<file path="src/rtl/lpa_scan_pkg.sv">
package lpa_scan_pkg;

  typedef enum logic [2:0] {
    PH_IDLE,
    PH_TWO,
    PH_GAP2,
    PH_ONE,
    PH_GAP1
  } phase_e;

  // Number of photodiodes selected by the 2-bit length code.
  function automatic int unsigned pixels_of(input logic [1:0] code);
    return 32'd128 << code;
  endfunction

  // Phase high time after applying the minimum-width floor.
  function automatic int unsigned eff_hold(input int unsigned raw, input int unsigned floor_v);
    return (raw < floor_v) ? floor_v : raw;
  endfunction

  // Cycles occupied by one complete scan: each pixel slot holds both phases and both gaps.
  function automatic int unsigned scan_span(input int unsigned npix, input int unsigned hold,
                                            input int unsigned gap);
    return npix * 2 * (hold + gap);
  endfunction

endpackage

</file>
<file path="src/rtl/lpa_cfg_latch.sv">
module lpa_cfg_latch
  import lpa_scan_pkg::*;
#(
  parameter int HW = 8,
  parameter int IW = 24,
  parameter int NW = 11,
  parameter int unsigned MIN_HI = 10
) (
  input  logic          clk,
  input  logic          rst_n,
  input  logic          load,
  input  logic [1:0]    cfg_pix_code,
  input  logic [HW-1:0] cfg_high,
  input  logic [HW-1:0] cfg_gap,
  input  logic [IW-1:0] cfg_integ,
  output logic [HW-1:0] hold_q,
  output logic [HW-1:0] gap_q,
  output logic [NW-1:0] npix_q,
  output logic [IW-1:0] intv_q,
  output logic          clamp_err
);

  logic [31:0] n_w, h_w, g_w, span_w, req_w, iv_w;
  logic        short_req;

  always_comb begin
    n_w       = pixels_of(cfg_pix_code);
    h_w       = eff_hold(32'(cfg_high), MIN_HI);
    g_w       = 32'(cfg_gap);
    span_w    = scan_span(n_w, h_w, g_w);
    req_w     = 32'(cfg_integ);
    short_req = req_w < span_w;
    iv_w      = short_req ? span_w : req_w;
  end

  always_ff @(posedge clk) begin
    if (!rst_n) begin
      hold_q    <= HW'(MIN_HI);
      gap_q     <= '0;
      npix_q    <= NW'(128);
      intv_q    <= '1;
      clamp_err <= 1'b0;
    end else if (load) begin
      hold_q    <= HW'(h_w);
      gap_q     <= cfg_gap;
      npix_q    <= NW'(n_w);
      intv_q    <= IW'(iv_w);
      clamp_err <= clamp_err | short_req;
    end
  end

endmodule

</file>
<file path="src/rtl/lpa_phase_seq.sv">
module lpa_phase_seq
  import lpa_scan_pkg::*;
#(
  parameter int HW = 8,
  parameter int NW = 11
) (
  input  logic          clk,
  input  logic          rst_n,
  input  logic          start,
  input  logic [HW-1:0] hold,
  input  logic [HW-1:0] gap,
  input  logic [NW-1:0] npix,
  output logic          phi1,
  output logic          phi2,
  output logic          phi_st,
  output logic          running
);

  phase_e        st, nxt;
  logic [HW-1:0] cnt;
  logic [HW-1:0] seg_len;
  logic [NW-1:0] slot;
  logic          seg_last;
  logic          last_slot;
  logic          slot_adv;
  logic          stail;

  always_comb begin
    seg_len   = (st == PH_TWO || st == PH_ONE) ? hold : gap;
    seg_last  = (cnt == seg_len - HW'(1));
    last_slot = (slot == npix - NW'(1));
    unique case (st)
      PH_TWO:  nxt = (gap != '0) ? PH_GAP2 : PH_ONE;
      PH_GAP2: nxt = PH_ONE;
      PH_ONE:  nxt = (gap != '0) ? PH_GAP1 : (last_slot ? PH_IDLE : PH_TWO);
      PH_GAP1: nxt = last_slot ? PH_IDLE : PH_TWO;
      default: nxt = PH_IDLE;
    endcase
    slot_adv = seg_last && ((st == PH_ONE && gap == '0) || st == PH_GAP1);
  end

  always_ff @(posedge clk) begin
    if (!rst_n) begin
      st    <= PH_IDLE;
      cnt   <= '0;
      slot  <= '0;
      stail <= 1'b0;
    end else if (start) begin
      st    <= PH_TWO;
      cnt   <= '0;
      slot  <= '0;
      stail <= 1'b0;
    end else begin
      stail <= (st == PH_TWO) && seg_last && (slot == '0);
      if (st != PH_IDLE) begin
        if (seg_last) begin
          cnt <= '0;
          st  <= nxt;
          if (slot_adv) slot <= slot + NW'(1);
        end else begin
          cnt <= cnt + HW'(1);
        end
      end
    end
  end

  assign phi2    = (st == PH_TWO);
  assign phi1    = (st == PH_ONE);
  assign phi_st  = ((st == PH_TWO) && (slot == '0)) || stail;
  assign running = (st != PH_IDLE);

endmodule

</file>
<file path="src/rtl/lpa_allreset_timer.sv">
module lpa_allreset_timer #(
  parameter int unsigned ARST_CYC = 251
) (
  input  logic clk,
  input  logic rst_n,
  input  logic fire,
  output logic gate
);

  localparam int AW = $clog2(ARST_CYC + 1);

  logic [AW-1:0] cnt;

  always_ff @(posedge clk) begin
    if (!rst_n) begin
      gate <= 1'b0;
      cnt  <= '0;
    end else if (!gate) begin
      if (fire) begin
        gate <= 1'b1;
        cnt  <= '0;
      end
    end else if (cnt == AW'(ARST_CYC - 1)) begin
      gate <= 1'b0;
    end else begin
      cnt <= cnt + AW'(1);
    end
  end

endmodule

</file>
<file path="src/rtl/lpa_scan_driver.sv">
module lpa_scan_driver #(
  parameter int unsigned CLK_MHZ  = 50,
  parameter int          HW       = 8,
  parameter int          IW       = 24,
  parameter int unsigned MIN_HI   = (CLK_MHZ * 200 + 999) / 1000,
  parameter int unsigned ARST_CYC = CLK_MHZ * 5 + 1
) (
  input  logic          clk,
  input  logic          rst_n,
  input  logic [1:0]    cfg_pix_code,
  input  logic [HW-1:0] cfg_high,
  input  logic [HW-1:0] cfg_gap,
  input  logic [IW-1:0] cfg_integ,
  input  logic          scan_req,
  input  logic          scan_cont,
  input  logic          arst_req,
  output logic          phi1,
  output logic          phi2,
  output logic          phi_st,
  output logic          sat_gate,
  output logic          busy,
  output logic          integ_clamped
);

  localparam int NW = 11;

  logic [HW-1:0] hold_q, gap_q;
  logic [NW-1:0] npix_q;
  logic [IW-1:0] intv_q;
  logic [IW-1:0] icnt;
  logic          scan_go, restart, load, intv_end, arst_fire, running;

  // Named internal events, visible to the bound checker.
  assign scan_go   = scan_req && !busy && !sat_gate;
  assign intv_end  = busy && (icnt == intv_q - IW'(1));
  assign restart   = intv_end && scan_cont;
  assign load      = scan_go || restart;
  assign arst_fire = arst_req && !busy && !sat_gate && !scan_req;

  lpa_cfg_latch #(.HW(HW), .IW(IW), .NW(NW), .MIN_HI(MIN_HI)) u_cfg (
    .clk          (clk),
    .rst_n        (rst_n),
    .load         (load),
    .cfg_pix_code (cfg_pix_code),
    .cfg_high     (cfg_high),
    .cfg_gap      (cfg_gap),
    .cfg_integ    (cfg_integ),
    .hold_q       (hold_q),
    .gap_q        (gap_q),
    .npix_q       (npix_q),
    .intv_q       (intv_q),
    .clamp_err    (integ_clamped)
  );

  lpa_phase_seq #(.HW(HW), .NW(NW)) u_seq (
    .clk     (clk),
    .rst_n   (rst_n),
    .start   (load),
    .hold    (hold_q),
    .gap     (gap_q),
    .npix    (npix_q),
    .phi1    (phi1),
    .phi2    (phi2),
    .phi_st  (phi_st),
    .running (running)
  );

  lpa_allreset_timer #(.ARST_CYC(ARST_CYC)) u_arst (
    .clk   (clk),
    .rst_n (rst_n),
    .fire  (arst_fire),
    .gate  (sat_gate)
  );

  always_ff @(posedge clk) begin
    if (!rst_n) begin
      busy <= 1'b0;
      icnt <= '0;
    end else if (load) begin
      busy <= 1'b1;
      icnt <= '0;
    end else if (intv_end) begin
      busy <= 1'b0;
    end else if (busy) begin
      icnt <= icnt + IW'(1);
    end
  end

endmodule

</file>
<file path="config.mk">
export PLATFORM = sky130hd
export DESIGN_NAME = lpa_scan_driver
export DESIGN_NICKNAME = d
export VERILOG_FILES = /design/src/rtl/lpa_scan_pkg.sv /design/src/rtl/lpa_cfg_latch.sv /design/src/rtl/lpa_phase_seq.sv /design/src/rtl/lpa_allreset_timer.sv /design/src/rtl/lpa_scan_driver.sv
export SDC_FILE = /design/constraint.sdc
export NUM_CORES = 1
export LEC_CHECK = 0
export BUFFER_PORTS_ARGS = -buffer_cell sky130_fd_sc_hd__buf_2
export CELL_PAD_IN_SITES_DETAIL_PLACEMENT = 1
export CELL_PAD_IN_SITES_GLOBAL_PLACEMENT = 1
export CORE_MARGIN = 5
export CORE_UTILIZATION = 30
export DETAILED_ROUTE_END_ITERATION = 10
export GPL_TIMING_DRIVEN = 1
export HOLD_SLACK_MARGIN = 0.03
export PLACE_DENSITY_LB_ADDON = 0.1
export SLEW_MARGIN = 20
export SYNTH_ARGS = -nofsm -noshare
export SYNTH_HDL_FRONTEND = slang
export SYNTH_HIERARCHICAL = 1
export SYNTH_SLANG_ARGS = --single-unit
</file>
<file path="constraint.sdc">
create_clock -name clk -period 7.35 [get_ports clk]
set_clock_uncertainty 0.1 [all_clocks]
set_input_delay 1.1025 -clock clk [delete_from_list [all_inputs] [get_ports clk]]
set_output_delay 1.1025 -clock clk [all_outputs]
set_load 0.1 [all_outputs]
</file>
==> impl_metrics.json, run 1 <==
{
  "start_util_pct": 30.3,
  "diodes": 0,
  "nets": 1273,
  "antenna_found_initial": 1,
  "yosysTopAreaCellShare_pct": 23.5,
  "die_w_um": 180,
  "switchingPower_mw": 0.582,
  "synth_top_cell_by_area": "dfxtp_1",
  "finalSetupViolations": 0,
  "htree_levels": 3,
  "final_layout_size_suffix_gt1_share_pct": 18.2,
  "fillCellCount": 3462,
  "routed_wirelength_mm": 25.1,
  "holdWs_ns": 0.393,
  "clock_latency_ns": 0.35,
  "worst_slew_margin_rel_pct": 37.5,
  "grt_setup_unrepaired": "yes",
  "dp_hpwl_mm": 19.5,
  "ys_top_cells_by_count": "dfxtp_1, nand2_1, ha_1",
  "worstHoldStart": "u_arst/cnt[7]",
  "combPwrFrac_pct": 35.3,
  "netlist_area_um2": 8690,
  "cts_buffer_depth": 2,
  "power.density_nw_per_um2": 159,
  "worst_slack_ns": 0.00452,
  "switching_share_pct": 35.3,
  "period_needed_ns": 7.35,
  "clkPwrFrac_pct": 27.7,
  "critPathSlowestCell": "fa_1",
  "ff2ff_path_depth": 10,
  "power.internal_mw": 1.07,
  "arrival_ns": 7.45,
  "clock-root-buffer": "clkbuf_16",
  "grt_max_degree": 80,
  "grt_pass1_vias": 8110,
  "r2r_start": "u_cfg/intv_q[3]",
  "cts.sinks": 102,
  "io_buffer_count": 52,
  "first_pass_iters": 4,
  "holdPathEnd": "u_arst/cnt[7]",
  "grt.overflow.total": 0,
  "timing.setup.tns_ns": 0,
  "boundaryPins": 53,
  "fin_crit_sh_pct": 99.9,
  "synth_edf_count": 0,
  "cp_max_fo": 11,
  "ant_nets": 0,
  "regArea_um2": 2040,
  "worstHoldPathCells": 2,
  "yosysMostFrequentCell": "dfxtp_1",
  "r2r_slack_ns": 2.40,
  "synth_area_leaders": "dfxtp_1, ha_1, xnor2_1",
  "cellLeakagePower_nw": 4.00,
  "wire_per_inst_um": 16.4,
  "vdd_drop_max_mv": 0.117,
  "postCtsHoldBufs": 0,
  "routed-via-count": 7912,
  "p_seq_share_pct": 37.1,
  "cpPeakStageDelay_ns": 0.52,
  "area_growth_pct": 19.1,
  "dieArea_um2": 32500,
  "drc": 0,
  "tightestPinTransition_ns": 0.932,
  "syn_inst": 1054,
  "path_clk_slew_ns": 0.08,
  "synth-seq-cells": 102,
  "critical_path_class": "input port to register",
  "cts_made_buffers": 9,
  "reg2reg_to": "u_cfg/intv_q[22]",
  "synthFlopType": "dfxtp_1",
  "yosys_warnings": 6,
  "vias_per_cell": 5.18,
  "multiInputGateArea_um2": 6410,
  "cts_tree": "yes",
  "status": "finished clean",
  "grt_usage_pct": 15.4,
  "die_y_um": 180,
  "core_um2": 28600,
  "crit_path_start_kind": "input port",
  "drtIter0Drc": 388,
  "yosysSeqAreaShare_pct": 23.5,
  "grt_pass1_wl_mm": 42.0,
  "holdCritPathClass": "register to register",
  "rows": 62,
  "end_kind": "register",
  "ys_async_sr_fraction_pct": 0,
  "gp_congestion": 0.775,
  "fmax_mhz": 136,
  "required_ns": 7.45,
  "maxCapViolations": 0,
  "ys_types": 90,
  "synth_area_per_cell_um2": 8.24,
  "post-place-ws_ns": -0.583,
  "final_max_slew_viol_count": 0,
  "hold_violations": 0
}
## area by class of cell
cell class / instances / share of cell area, %
Multi-Input combinational cell: 840 / 62.0
Sequential cell: 102 / 19.7
Timing Repair Buffer: 129 / 8.94
Tap cell: 384 / 4.65
Clock buffer: 11 / 2.25
Inverter: 58 / 2.11
Clock inverter: 4 / 0.315
## metal layers
layer  vias to the layer above  global-route usage (%)  wire length, um
li1                       4003                       -                -
met1                      3804                    20.4            12100
met2                        83                    26.6            12100
met3                        20                    2.28              621
met4                         2                    3.36              311
met5                         -                       0                7
## cell usage in the layout (no fill, tap or decap), types with 8 or more instances in the layout
master / n
o21ai_1: 24
buf_2: 50
o211ai_1: 9
buf_4: 70
mux2i_1: 25
nand2b_1: 20
a311oi_1: 9
o21ai_0: 31
ha_1: 65
or3_1: 31
fa_1: 15
nand4_1: 18
nor3b_1: 8
nor3_1: 23
nor4_1: 21
nor2_1: 65
nor4b_1: 10
and2_1: 12
nor2b_1: 27
inv_1: 57
nand2_1: 69
xnor2_1: 39
a21oi_1: 60
clkbuf_16: 10
o31ai_1: 9
dfxtp_1: 102
or4_1: 17
and3_1: 15
xor2_1: 30
nand3_1: 25
## worst max-delay path by stage
| stage | depth (start not counted) | start | to |
|---|---|---|---|
| 2_1_floorplan | 28 | cfg_high[4] | u_cfg/intv_q[15] |
| 3_3_place_gp | 31 | cfg_high[4] | u_cfg/intv_q[16] |
| 3_5_place_dp | 31 | cfg_high[4] | u_cfg/intv_q[2] |
| 4_1_cts | 31 | cfg_high[4] | u_cfg/intv_q[10] |
| 5_1_grt | 31 | cfg_high[4] | u_cfg/intv_q[11] |
| 6_report | 32 | cfg_high[4] | u_cfg/intv_q[13] |
## cell families (layout without fill, tap and decap cells)
logic type | after synthesis | count (layout) | share of synthesized area [%]
AO/OA/AOI/OAI | 240 | 240 | 19.5
XOR/XNOR | 73 | 73 | 7.52
adder cells (fa/ha/maj) | 86 | 86 | 13.8
buffers and inverters | 118 | 202 | 6.18
flip-flops | 102 | 102 | 23.5
multiplexers | 26 | 26 | 3.01
other | 1 | 7 | 0.0432
AND/OR/NAND/NOR | 408 | 408 | 26.4
## metrics by stage
step           cells  cell area, um2  utilization, %  total power, mW
5_1_grt         1528           10300            36.1             1.77
4_1_cts         1521           10100            35.3             1.66
6_report        1528           10300            36.1             1.65
3_5_place_dp    1498            9690            33.8             1.17
2_1_floorplan   1060            8770               -            0.991
3_3_place_gp    1498            9690            33.8             1.16
## sequential cells by signal, summed over array words and instances (netlist names)
name and count:
icnt 24, u_cfg/intv_q 24, u_seq/slot 11, u_arst/cnt 8, u_cfg/gap_q 8, u_cfg/hold_q 8
u_seq/cnt 8, u_cfg/npix_q 4, u_seq/st 3, busy 1, u_arst/gate 1, u_cfg/clamp_err 1
u_seq/stail 1
## power by group through the flow
stage	Combinational [mW]	Sequential, mW	Clock, mW
after floorplan	0.374	0.617	0
after global placement	0.539	0.624	0
after detailed placement	0.544	0.624	0
after CTS	0.564	0.611	0.485
after global routing	0.655	0.616	0.502
final	0.581	0.611	0.456
## critical path, delay by kind of cell
family	cells	cell delay (ns)
XOR/XNOR	2	0.34
buffers and inverters	5	0.62
AO/OA/AOI/OAI	7	1.14
AND/OR/NAND/NOR	10	1.35
adder cells (fa/ha/maj)	8	2.90
## timing repair
item,4_1_cts,5_1_grt
endpoints found under the setup margin,24,24
setup buffers,7,6
gates resized for setup,17,31
pin swaps,12,10
cloned,1,1
No activity file was read; power rests on OpenSTA's default activity.
==> run 2, diff against run 1 <==
--- a/config.mk
+++ b/config.mk
@@ -6,6 +6,7 @@
 export NUM_CORES = 1
 export LEC_CHECK = 0
 export BUFFER_PORTS_ARGS = -buffer_cell sky130_fd_sc_hd__buf_2
+export CAP_MARGIN = 15
 export CELL_PAD_IN_SITES_DETAIL_PLACEMENT = 1
 export CELL_PAD_IN_SITES_GLOBAL_PLACEMENT = 1
 export CORE_MARGIN = 5
@@ -17,5 +18,4 @@
 export SLEW_MARGIN = 20
 export SYNTH_ARGS = -nofsm -noshare
 export SYNTH_HDL_FRONTEND = slang
-export SYNTH_HIERARCHICAL = 1
 export SYNTH_SLANG_ARGS = --single-unit
==> run 2 against run 1 <==
Net effect:
- the run now ends with negative setup slack left
- combinational power increased by 6.4%
- global-route usage is 0.19 points higher
- setup slack got worse by 0.71 ns
- register-to-register slack better by 0.51 ns
- via count down 11%
- flip-flop and latch count unchanged
- worst hold slack worse by 0.049 ns
- non-clock buffer count increased by 24
- cell area down 0.17%
- synthesized cell count is 8.2% lower
- sequential share of layout area about the same
- critical path type unchanged
- largest power group is now combinational cells
- highest routed layer is now met4
==> impl_metrics.json, run 2 <==
{
  "worst_slack_ns": -0.706,
  "finalSetupViolations": 24,
  "drc": 0,
  "critPathSlowestCell": "fa_1",
  "die_y_um": 174,
  "synth_top_cell_by_area": "dfxtp_1",
  "clock_latency_ns": 0.36,
  "netlist_area_um2": 8050,
  "fin_crit_sh_pct": 110,
  "gp_congestion": 0.738,
  "yosys_warnings": 0,
  "hold_violations": 0,
  "switching_share_pct": 35.3,
  "final_layout_size_suffix_gt1_share_pct": 24.7,
  "die_w_um": 174,
  "ys_types": 67,
  "wire_per_inst_um": 16.3,
  "routed_wirelength_mm": 23.4,
  "htree_levels": 3,
  "holdWs_ns": 0.344,
  "rows": 60,
  "tightestPinTransition_ns": 0.844,
  "ys_top_cells_by_count": "nor2_1, dfxtp_1, nand2_1",
  "cts_buffer_depth": 2,
  "end_kind": "register",
  "crit_top_cell": "ha_4",
  "dp_hpwl_mm": 18.6,
  "required_ns": 7.46,
  "crit_path_start_kind": "input port",
  "syn_nets": 1125,
  "grt_usage_pct": 15.5,
  "grt.overflow.total": 0,
  "final_max_slew_viol_count": 0,
  "violations": "negative setup slack",
  "vdd_drop_max_mv": 0.114,
  "syn_inst": 968,
  "drtIter0Drc": 167,
  "yosysMostFrequentCell": "nor2_1",
  "period_needed_ns": 8.06,
  "arrival_ns": 8.16,
  "timing.setup.tns_ns": -16.12,
  "top_regs": "icnt: 24 flops, u_cfg.intv_q: 24 flops, u_seq.slot: 11 flops",
  "power.internal_mw": 1.12,
  "switchingPower_mw": 0.610,
  "grt_pass1_wl_mm": 38.6,
  "yosysSeqAreaShare_pct": 25.4,
  "ys_async_sr_fraction_pct": 0,
  "maxCapViolations": 0,
  "core_um2": 26700,
  "mostFrequentLayoutCells": "dfxtp_1, nand2_1, buf_4",
  "dieArea_um2": 30200,
  "path_clk_slew_ns": 0.08,
  "fmax_mhz": 124,
  "cts.sinks": 102,
  "clock-root-buffer": "clkbuf_16",
  "clkPwrFrac_pct": 28.6,
  "synth_edf_count": 0,
  "synth_area_leaders": "dfxtp_1, ha_1, xnor2_1",
  "post-place-ws_ns": -1.21,
  "area_growth_pct": 28.2,
  "vias_per_cell": 4.90,
  "critical_path_class": "input port to register",
  "ant_nets": 0,
  "status": "finished with violations",
  "cp_max_fo": 7,
  "combPwrFrac_pct": 35.8,
  "grt_max_degree": 63,
  "yosysTopAreaCellShare_pct": 25.4,
  "first_pass_iters": 4,
  "cts_made_buffers": 9,
  "synth-seq-cells": 102,
  "io_buffer_count": 52,
  "boundaryPins": 53,
  "final_common_cell": "dfxtp_1",
  "cellLeakagePower_nw": 4.39,
  "synthFlopType": "dfxtp_1",
  "worst_slew_margin_rel_pct": 43.6,
  "grt_setup_unrepaired": "yes",
  "cpPeakStageDelay_ns": 0.49,
  "power.density_nw_per_um2": 167,
  "synth_area_per_cell_um2": 8.32,
  "p_seq_share_pct": 35.5,
  "holdCritPathClass": "register to register",
  "start_util_pct": 30.1,
  "diodes": 0,
  "grt_pass1_vias": 7289,
  "nets": 1251,
  "routed-via-count": 7061,
  "antenna_found_initial": 0,
  "cts_tree": "yes"
}
[run 2: cells by family (layout without fill, tap and decap cells)]
group,count (synthesis),count (layout),share of synthesized area (%)
AO/OA/AOI/OAI,131,131,10.8
XOR/XNOR,103,103,11.2
adder cells (fa/ha/maj),110,110,18.6
buffers and inverters,94,225,4.80
flip-flops,102,102,25.4
multiplexers,34,34,4.27
AND/OR/NAND/NOR,394,394,25.0
[run 2: path summary, 6_finish.rpt]
check	startpoint	endpoint	slack, ns	cells past startpoint
max	cfg_high[4]	u_cfg.intv_q[19]	-0.71	40
min	u_cfg.clamp_err	u_cfg.clamp_err	0.34	2
max reg2reg	u_cfg.intv_q[0]	u_seq.stail	2.91	13
min reg2reg	u_cfg.clamp_err	u_cfg.clamp_err	0.34	2
[run 2: layer usage]
layer	up-vias	share of wire (%)	global-route usage [%]
met5	-	0	0
met4	0	1.0	2.74
met3	11	1.4	2.05
met2	33	47	26.3
met1	3399	50	21.4
li1	3618	-	-
[run 2: repair_timing]
action	in CTS	in global routing
hold buffers	0	0
gates resized for setup	39	11
cloned	0	3
buffers inserted	17	6
endpoints found under the setup margin	24	24
pin swaps	13	8
[run 2: power by group through the flow]
| stage | sequential, mW | combinational (mW) | clock, mW |
|---|---|---|---|
| 3_3_place_gp | 0.627 | 0.580 | 0 |
| 5_1_grt | 0.618 | 0.696 | 0.534 |
| 2_1_floorplan | 0.621 | 0.387 | 0 |
| 3_5_place_dp | 0.627 | 0.584 | 0 |
| 4_1_cts | 0.614 | 0.614 | 0.512 |
| 6_report | 0.614 | 0.618 | 0.494 |
[run 2: cell type report]
class	count	area, um2
clock buffer	9	225
multi-input combinational	772	6240
clock inverter	7	71.3
sequential	102	2040
inverter	56	210
fill	3156	16400
tap	341	427
timing repair buffer	153	1110
[run 2: stage by stage]
step                area [um2]  util (%)  instances  total power, mW
global placement          9530      35.7       1398             1.21
floorplan                 8460         -        968             1.01
CTS                      10100      38.0       1431             1.74
global route             10300      38.6       1440             1.85
finish                   10300      38.6       1440             1.73
detailed placement        9530      35.7       1398             1.21
[run 2: worst max-delay path, delay by kind of cell]
| family | cells | cell delay, ns |
|---|---|---|
| multiplexers | 1 | 0.12 |
| XOR/XNOR | 2 | 0.22 |
| AO/OA/AOI/OAI | 11 | 1.82 |
| adder cells (fa/ha/maj) | 11 | 3.09 |
| buffers and inverters | 6 | 0.76 |
| AND/OR/NAND/NOR | 9 | 1.00 |
